$ cat config.mk
export PLATFORM = sky130hd
export DESIGN_NAME = bus_halfword_bridge
export DESIGN_NICKNAME = d
export VERILOG_FILES = /design/src/rtl/hwb_pkg.sv /design/src/rtl/hwb_req_latch.sv /design/src/rtl/hwb_phase_fsm.sv /design/src/rtl/hwb_rd_pack.sv /design/src/rtl/bus_halfword_bridge.sv
export SDC_FILE = /design/constraint.sdc
export NUM_CORES = 1
export LEC_CHECK = 0
export BUFFER_PORTS_ARGS = -buffer_cell sky130_fd_sc_hd__buf_2
export CAP_MARGIN = 10
export CORE_ASPECT_RATIO = 1.2
export CORE_UTILIZATION = 41
export CTS_BUF_LIST = sky130_fd_sc_hd__clkbuf_16
export DETAILED_ROUTE_END_ITERATION = 7
export MAX_ROUTING_LAYER = met4
export PLACE_DENSITY = 0.69
export SLEW_MARGIN = 20
export SYNTH_ARGS = -nofsm -noshare
export SYNTH_HDL_FRONTEND = slang
export SYNTH_SLANG_ARGS = --single-unit
$ cat constraint.sdc
create_clock -name clk -period 2.1 [get_ports clk]
set_input_delay 0.105 -clock clk [delete_from_list [all_inputs] [get_ports clk]]
set_output_delay 0.105 -clock clk [all_outputs]
set_load 0.02 [all_outputs]
$ cat src/rtl/hwb_pkg.sv
// Shared types for the 32-to-16 bus width bridge.
package hwb_pkg;
    // Phase of the slave-side sequence for one master transfer.
    typedef enum logic [1:0] {
        PH_IDLE = 2'd0,
        PH_LO   = 2'd1,
        PH_HI   = 2'd2,
        PH_DONE = 2'd3
    } phase_e;
endpackage

$ cat src/rtl/hwb_req_latch.sv
// Captures the master request when a transfer starts. It also works out which
// halfword phases the transfer needs. Assumes the master holds its request
// stable while waitrequest is high.
module hwb_req_latch #(
    parameter int WORD_AW = 6,
    parameter int HW      = 16,
    localparam int BEW    = HW / 8
) (
    input  logic                 clk,
    input  logic                 rst_n,
    input  logic                 load,
    input  logic [WORD_AW-1:0]   word_in,
    input  logic                 rd_in,
    input  logic [2*BEW-1:0]     be_in,
    input  logic [2*HW-1:0]      wd_in,
    output logic [WORD_AW-1:0]   word_q,
    output logic                 rd_q,
    output logic [2*BEW-1:0]     be_q,
    output logic [2*HW-1:0]      wd_q,
    output logic                 start_lo,
    output logic                 start_hi,
    output logic                 want_hi
);
    // Holds the request fields for the duration of the transfer.
    always_ff @(posedge clk) begin
        if (!rst_n) begin
            word_q <= '0;
            rd_q   <= 1'b0;
            be_q   <= '0;
            wd_q   <= '0;
        end else if (load) begin
            word_q <= word_in;
            rd_q   <= rd_in;
            be_q   <= be_in;
            wd_q   <= wd_in;
        end
    end

    // Works out the needed phases from the live request (start) and from the latched one (after the lower phase).
    always_comb begin
        start_lo = rd_in | (|be_in[BEW-1:0]);
        start_hi = rd_in | (|be_in[2*BEW-1:BEW]);
        want_hi  = rd_q  | (|be_q[2*BEW-1:BEW]);
    end
endmodule

$ cat src/rtl/hwb_phase_fsm.sv
// Walks through the slave phases of one transfer: lower, then upper, then a
// one-cycle done state in which the master is released. Phases that are not
// needed are skipped.
module hwb_phase_fsm
    import hwb_pkg::*;
(
    input  logic   clk,
    input  logic   rst_n,
    input  logic   req,
    input  logic   start_lo,
    input  logic   start_hi,
    input  logic   want_hi,
    input  logic   s_waitreq,
    output phase_e phase,
    output logic   accept,
    output logic   load
);
    phase_e nxt;

    // Picks the next phase from the request and the slave stall.
    always_comb begin
        nxt = phase;
        unique case (phase)
            PH_IDLE: if (req) nxt = start_lo ? PH_LO : (start_hi ? PH_HI : PH_DONE);
            PH_LO:   if (!s_waitreq) nxt = want_hi ? PH_HI : PH_DONE;
            PH_HI:   if (!s_waitreq) nxt = PH_DONE;
            PH_DONE: nxt = PH_IDLE;
            default: nxt = PH_IDLE;
        endcase
    end

    // Registers the phase.
    always_ff @(posedge clk) begin
        if (!rst_n) phase <= PH_IDLE;
        else        phase <= nxt;
    end

    // Flags a slave phase accepted this cycle and the start of a new transfer.
    always_comb begin
        accept = (phase == PH_LO || phase == PH_HI) && !s_waitreq;
        load   = (phase == PH_IDLE) && req;
    end

    // The done state lasts exactly one cycle.
    assert_done_one_cycle_R8: assert property (@(posedge clk) disable iff (!rst_n)
        (phase == PH_DONE) |=> (phase == PH_IDLE));
endmodule

$ cat src/rtl/hwb_rd_pack.sv
// Packs the two halfwords of a read into one word. The lower-address halfword
// goes in the low lane. Assumes slave read data is valid in the cycle the
// phase is accepted.
module hwb_rd_pack #(
    parameter int HW = 16
) (
    input  logic            clk,
    input  logic            rst_n,
    input  logic            cap,
    input  logic            sel_hi,
    input  logic [HW-1:0]   s_rdata,
    output logic [2*HW-1:0] rdata
);
    logic [1:0][HW-1:0] lane;

    for (genvar g = 0; g < 2; g++) begin : g_lane
        // Captures slave data into the lane matching the accepted phase.
        always_ff @(posedge clk) begin
            if (!rst_n)                      lane[g] <= '0;
            else if (cap && (sel_hi == 1'(g))) lane[g] <= s_rdata;
        end
    end

    // Presents the packed word.
    always_comb rdata = lane;
endmodule

$ cat src/rtl/bus_halfword_bridge.sv
// Top of the 32-to-16 bus width bridge. A master read becomes two slave
// halfword reads, lower first. A master write becomes one slave write per
// halfword that has byte enables set. Assumes single transfers only, with the
// master holding its request until waitrequest is low.
module bus_halfword_bridge
    import hwb_pkg::*;
#(
    parameter int MST_AW = 8,
    parameter int HW     = 16,
    localparam int BEW      = HW / 8,
    localparam int LANE_LSB = $clog2(BEW),
    localparam int WORD_LSB = LANE_LSB + 1,
    localparam int WORD_AW  = MST_AW - WORD_LSB,
    localparam int SLV_AW   = MST_AW - LANE_LSB
) (
    input  logic              clk,
    input  logic              rst_n,
    input  logic [MST_AW-1:0] m_addr,
    input  logic              m_read,
    input  logic              m_write,
    input  logic [2*BEW-1:0]  m_byteen,
    input  logic [2*HW-1:0]   m_wdata,
    output logic [2*HW-1:0]   m_rdata,
    output logic              m_waitreq,
    output logic [SLV_AW-1:0] s_addr,
    output logic              s_read,
    output logic              s_write,
    output logic [BEW-1:0]    s_byteen,
    output logic [HW-1:0]     s_wdata,
    input  logic [HW-1:0]     s_rdata,
    input  logic              s_waitreq
);
    logic               req;
    logic [WORD_AW-1:0] word_q;
    logic               rd_q;
    logic [2*BEW-1:0]   be_q;
    logic [2*HW-1:0]    wd_q;
    logic               start_lo, start_hi, want_hi;
    phase_e             phase;
    logic               accept, load;
    logic               in_phase, sel_hi;

    // Merges the master request strobes.
    always_comb req = m_read | m_write;

    hwb_req_latch #(.WORD_AW(WORD_AW), .HW(HW)) u_latch (
        .clk      (clk),
        .rst_n    (rst_n),
        .load     (load),
        .word_in  (m_addr[MST_AW-1:WORD_LSB]),
        .rd_in    (m_read),
        .be_in    (m_byteen),
        .wd_in    (m_wdata),
        .word_q   (word_q),
        .rd_q     (rd_q),
        .be_q     (be_q),
        .wd_q     (wd_q),
        .start_lo (start_lo),
        .start_hi (start_hi),
        .want_hi  (want_hi)
    );

    hwb_phase_fsm u_fsm (
        .clk       (clk),
        .rst_n     (rst_n),
        .req       (req),
        .start_lo  (start_lo),
        .start_hi  (start_hi),
        .want_hi   (want_hi),
        .s_waitreq (s_waitreq),
        .phase     (phase),
        .accept    (accept),
        .load      (load)
    );

    hwb_rd_pack #(.HW(HW)) u_pack (
        .clk     (clk),
        .rst_n   (rst_n),
        .cap     (accept && rd_q),
        .sel_hi  (sel_hi),
        .s_rdata (s_rdata),
        .rdata   (m_rdata)
    );

    // Drives the slave command for the current halfword phase.
    always_comb begin
        in_phase = (phase == PH_LO) || (phase == PH_HI);
        sel_hi   = (phase == PH_HI);
        s_read   = in_phase && rd_q;
        s_write  = in_phase && !rd_q;
        s_addr   = {word_q, sel_hi, {LANE_LSB{1'b0}}} >> LANE_LSB;
        s_byteen = rd_q ? {BEW{1'b1}} : (sel_hi ? be_q[2*BEW-1:BEW] : be_q[BEW-1:0]);
        s_wdata  = sel_hi ? wd_q[2*HW-1:HW] : wd_q[HW-1:0];
    end

    // Stalls the master until the done state.
    always_comb m_waitreq = req && (phase != PH_DONE);

    // Slave command frozen while stalled.
    assert_cmd_hold_R4: assert property (@(posedge clk) disable iff (!rst_n)
        ((s_read || s_write) && s_waitreq) |=>
            ($stable(s_addr) && $stable(s_wdata) && $stable(s_byteen)
             && $stable(s_read) && $stable(s_write)));

    // Never read and write at once.
    assert_rw_exclusive_R11: assert property (@(posedge clk) disable iff (!rst_n)
        !(s_read && s_write));

    // Reads use full byte enables.
    assert_read_full_be_R2: assert property (@(posedge clk) disable iff (!rst_n)
        s_read |-> (s_byteen == {BEW{1'b1}}));

    // An accepted lower read is followed by the upper read.
    assert_read_order_R2: assert property (@(posedge clk) disable iff (!rst_n)
        (s_read && !s_waitreq && !s_addr[0]) |=> (s_read && s_addr[0]));

    // An accepted lower write with upper enables is followed by the upper write.
    assert_write_order_R7: assert property (@(posedge clk) disable iff (!rst_n)
        (s_write && !s_waitreq && !s_addr[0] && (|be_q[2*BEW-1:BEW])) |=>
            (s_write && s_addr[0]));

    // The master is released right after the upper phase is accepted.
    assert_release_R8: assert property (@(posedge clk) disable iff (!rst_n)
        ((s_read || s_write) && !s_waitreq && s_addr[0]) |=> !m_waitreq);

    // Slave writes always carry some byte enable.
    assert_write_nonzero_be_R10: assert property (@(posedge clk) disable iff (!rst_n)
        s_write |-> (s_byteen != '0));
endmodule

=== Word level (Yosys, flattened, before mapping) ===
Cells that the tools add are included.
Widths: inputs -> output; s select.

* Add/sub/neg operators: 0
* Multiply operators: 0
* Div/mod/pow operators: 0
* Magnitude comparators: 0
* Eq/ne operators: 7
* Shift-type cells: 0
* Multiplexer cells: 10
* Bitwise operators: 5
* Reduce and logical (&&, ||, !) cells: 16

{| class="wikitable"
|+ Operator list
! cell !! count
|-
| $mux 16 || 1
|-
| $mux 2 || 6
|-
| $logic_and 1x1->1 || 8
|-
| $ne 2x2->1 const B || 4
|-
| $pmux 2 s4 || 1
|-
| $reduce_or 2->1 || 3
|-
| $eq 2x2->1 const B || 2
|-
| $or 1x1->1 || 4
|-
| $reduce_and 3->1 || 1
|-
| $eq 2x1->1 const B || 1
|-
| $logic_not 1->1 || 2
|-
| $logic_not 2->1 || 1
|-
| $mux 1 || 2
|-
| $logic_or 1x1->1 || 1
|-
| $not 1->1 || 1
|}

* Register bits: 77
* Latch bits: 0
* Bits in writable memories: 0
* Bits in read-only memories: 0
* Output and inout bits: 60
* Memories: 0

=== Depth between registers and ports, before layout ===
* Depth after elaboration: 6
* Gate-level depth with buffers: 8
* Mapped depth without buffers: 5

=== By module ===
From an unflattened synthesis, not the netlist that was laid out.

* Cell total of the unflattened synthesis: 318
* Area, all modules: 3415.8 um^2

{| class="wikitable"
|+ Modules (own cells, without submodules)
! module !! instances !! cells an instance !! area an instance (um^2) !! seq. area each (um^2)
|-
| hwb_req_latch || 1 || 141 || 1685.4 || 860.8
|-
| hwb_rd_pack || 1 || 123 || 1238.7 || 640.6
|-
| bus_halfword_bridge || 1 || 31 || 290.3 || 0.0
|-
| hwb_phase_fsm || 1 || 23 || 201.4 || 40.0
|}

=== Least setup slack after synthesis ===
OpenSTA, ideal clock, no wires.

* Path kind: reg-to-reg
* Start point: register u_fsm.phase[0]
* End point: register u_pack.lane (netlist bit u_pack.rdata[7])
* Arrival: 1.353 ns
* Setup slack: 0.617 ns
* Cell stages (with the launch flop): 9
* Buffers on the path: 3
* Period minus slack after synthesis: 1.483 ns
* Path through: dfxtp_1 > inv_1 > ha_1 > buf_6 > nand4bb_1 > clkbuf_2 > buf_4 > nand2_1 > a21oi_2

* Cells in the longest elaborated chain, start to end: 5

{| class="wikitable"
|+ Ends and longest elaborated chain
! element !! line !! RTL
|-
| from (decl) || hwb_phase_fsm.sv:14 || <nowiki>output phase_e phase,</nowiki>
|-
| from (signal assigned) || hwb_phase_fsm.sv:35 || <nowiki>else phase <= nxt;</nowiki>
|-
| $eq 2x2->1 (*) || bus_halfword_bridge.sv:88 || <nowiki>sel_hi = (phase == PH_HI);</nowiki>
|-
| named net sel_hi || bus_halfword_bridge.sv:41 || <nowiki>logic in_phase, sel_hi;</nowiki>
|-
| $logic_or 1x1->1 || hwb_phase_fsm.sv:40 || <nowiki>accept = (phase == PH_LO || phase == PH_HI) && !s_waitreq;</nowiki>
|-
| $logic_and 1x1->1 || hwb_phase_fsm.sv:40 ||
|-
| $logic_and 1x1->1 || bus_halfword_bridge.sv:79 || <nowiki>.cap (accept && rd_q),</nowiki>
|-
| $logic_and 1x1->1 (*) || hwb_rd_pack.sv:20 || <nowiki>else if (cap && (sel_hi == 1'(g))) lane[g] <= s_rdata;</nowiki>
|-
| to (signal, indexed assignment) || hwb_rd_pack.sv:20 ||
|-
| to (decl) || hwb_rd_pack.sv:14 || <nowiki>logic [1:0][HW-1:0] lane;</nowiki>
|}

Mark *: on every way through the listed nets, which the timed path passes. The rest lies on a longest branch.
A chain may end at the register's enable or synchronous reset.

=== Final worst setup path ===
* Start point: register u_fsm.phase[0]
* End point: output s_wdata[12]

* Cells in the longest elaborated chain, start to end: 2

{| class="wikitable"
|+ Ends and longest elaborated chain
! element !! line !! RTL
|-
| $eq 2x2->1 || bus_halfword_bridge.sv:88 ||
|-
| $mux 16 || bus_halfword_bridge.sv:93 || <nowiki>s_wdata = sel_hi ? wd_q[2*HW-1:HW] : wd_q[HW-1:0];</nowiki>
|-
| to (decl) || bus_halfword_bridge.sv:29 || <nowiki>output logic [HW-1:0] s_wdata,</nowiki>
|}

No other way between the ends.

==> results.cfg <==
[drt]
wl_met2_um = 3370
wire_per_inst_um = 12.3
vias = 2945
dr.max_layer_used = met4
drc = 0
drt_wl_total_um = 7310
drt-vias-per-instance = 4.94
drtIter0Drc = 51
final_antenna_net_count = 0
dr.pass1.iters = 4
met3_length_um = 579
drt-met1-wl_um = 3270

[cells_and_area]
final_core_util_pct = 57.0
multiInputGateArea_um2 = 1400
layout_commonest_cell = nand2_1
fin_nets = 571
layout-drive-gt1-share_pct = 33.0
area_delta_synth_final_pct = 32.9
mostFrequentLayoutCells = nand2_1, buf_2, dfxtp_1, a21oi_1, mux2_2
postLayoutCellArea_um2 = 4190
antennaDiodeCount = 0
fill_cells = 720
regArea_um2 = 1540

[power]
powerDensity_nw_per_um2 = 1260
pwr-share-comb_pct = 32.5
pwr-share-clk_pct = 32.9
leakage_nw = 1.91
power.switching_mw = 1.76
power.internal_mw = 3.53
seq_power_share_pct = 34.5
sw_frac_of_total_pct = 33.3
peakVddDrop_mv = 0.666

[hold_path]
worstHoldPathCells = 3
hp-start = m_addr[7]
hp-class = in2reg

[setup_path]
required_ns = 2.00
arrival_ns = 1.83
crit_start = u_fsm.phase[0]
critPathCaptureType = primary output
critPathKind = reg2out
start_kind = flop
reg2reg_from = u_fsm.phase[0]
crit_fanout = 22
reg2reg_depth = 5

[yosys]
synth_top_family_by_area = simple AND/OR/NAND/NOR gates
synth_ff_type = dfxtp_1
synthMuxAreaShare_pct = 6.03
synth_edf_count = 0
yosys.area_share.simple_pct = 21.2
synthAdderAreaFrac_pct = 1.98
yosysSeqAreaShare_pct = 48.9
synthXorXnorAreaFrac_pct = 0
ys_warn_count = 0
async_flop_share_pct = 0
synth-compound-area-share_pct = 15.0
synth_cell_type_count = 33
synth.avg_cell_area_um2 = 8.28
syn_area_um2 = 3150
synthCells = 381
syn_nets = 451
ys_ff_latch = 77

[timing]
layout_min_cycle_time_ns = 1.93
fmax_ghz = 0.517
slew-limit-headroom_pct = 65.7
fin_skew_ns = 0.00377
layout_worst_path_cycle_share_pct = 92.0
grt_setup_unrepaired = no
fin_tns_setup_ns = 0
hold_violations = 0
tightest_slew_ns = 0.514
drv_slew = 0
setup_violations = 0

[global_routing]
antenna_found_initial = 0
grt_pass1_wl_um = 11900
grt_max_degree = 77
grt_pass1_vias = 2796
grt.total_usage_pct = 19.6
grt-ovfl-total = 0

[floorplan]
io_pins = 125
die_h_um = 98.1
core_region_area_um2 = 7360
initial_core_util_pct = 42.9
die-area_um2 = 8050
rows = 34
fp.dieW_um = 82.1

[placement]
hpwl_um = 4910
place_congestion = 0.790
io_buffers = 122
postPlaceCellArea_um2 = 3770

[status]
outcome = finished clean

[clock_network]
clock_path_buffers = 2
cts_repair_resize_count = 0
cts_tree = done
cts_htree_levels = 3
numCtsBuffers = 9
postCtsSetupBuffers = 0
insertion_delay_ns = 0.33
clock-sinks = 77
cts_root_buf = clkbuf_16
clkTransAtPathRegs_ns = 0.06

[flow_run]
drv_cap = 0
-- power groups by stage --
stage | clock, mW | sequential (mW) | combinational [mW]
global route | 1.85 | 1.86 | 1.90
floorplan | 0 | 1.88 | 1.28
finish | 1.74 | 1.83 | 1.72
CTS | 1.79 | 1.83 | 1.74
global placement | 0 | 1.84 | 1.70
detailed placement | 0 | 1.85 | 1.73
-- synthesized netlist by cell type, types with 2 or more instances --
library cell  count  share of area (%)
buf_1             4               0.48
dfxtp_1          77                 49
buf_6             7                2.5
buf_4             5                1.2
nor2b_1           2               0.40
o21ai_0           2               0.32
o21a_1            2               0.48
inv_1             4               0.48
a211o_1           2               0.56
buf_2             8                1.3
clkbuf_1          3               0.36
nor2_1            3               0.36
a21oi_1          74                 12
nand2_1         150                 18
ha_1              5                2.0
mux2_2           16                5.7
-- area by class of cell --
type                    count  share of cell area, %
clock buffers               9                   5.37
clock inverters             7                   2.72
inverters                   4                  0.358
multi-input cells         271                   33.3
flip-flops and latches     77                   36.8
well taps                  90                   2.69
repair buffers            138                   18.8
-- per-stage QoR --
step	power, mW	instances	setup slack [ns]	hold slack [ns]
final	5.29	596	0.167	0.00864
after global routing	5.61	596	0.0606	0.00763
after CTS	5.35	595	0.154	0.000165
after detailed placement	3.58	572	0.386	0.351
after global placement	3.54	572	0.457	0.345
after floorplan	3.16	381	0.617	0.236
-- worst max-delay path: stages, from the launching register on --
cell,delay (ns)
dfxtp_1,0.35
inv_1,0.12
ha_1,0.30
buf_12,0.21
mux2_2,0.35
buf_2,0.16
-- registers in the layout, summed over array words and instances, names as in the netlist --
register and cells:
u_fsm.phase 2, u_latch.be_q 4, u_latch.rd_q 1, u_latch.wd_q 32, u_latch.word_q 6, u_pack.rdata 32
-- kinds of logic (layout without fill, tap and decap cells) --
logic type               count (synthesis)  count (layout)
AND/OR/NAND/NOR                        163             163
AO/OA/AOI/OAI                           86              86
flip-flops                              77              77
buffers and inverters                   33             158
multiplexers                            17              17
adder cells (fa/ha/maj)                  5               5
-- timing repair --
item,CTS,global route
hold buffers,7,1
hold endpoints to repair,7,1
setup endpoints to repair,0,0
-- routing by layer --
metal | vias to the layer above | global-route usage [%]
met5 | - | -
met4 | 0 | 6.88
met3 | 9 | 6.26
met2 | 101 | 32.2
met1 | 1341 | 21.7
li1 | 1494 | -
-- path summary, 6_finish.rpt --
path	slack [ns]	to
worst max-delay path	0.17	s_wdata[12]
worst min-delay path	0.009	u_latch.word_q[5]
worst max register to register	0.40	u_pack.rdata[22]
worst min register to register	0.45	u_latch.be_q[0]
(Power assumes the default switching activity.)
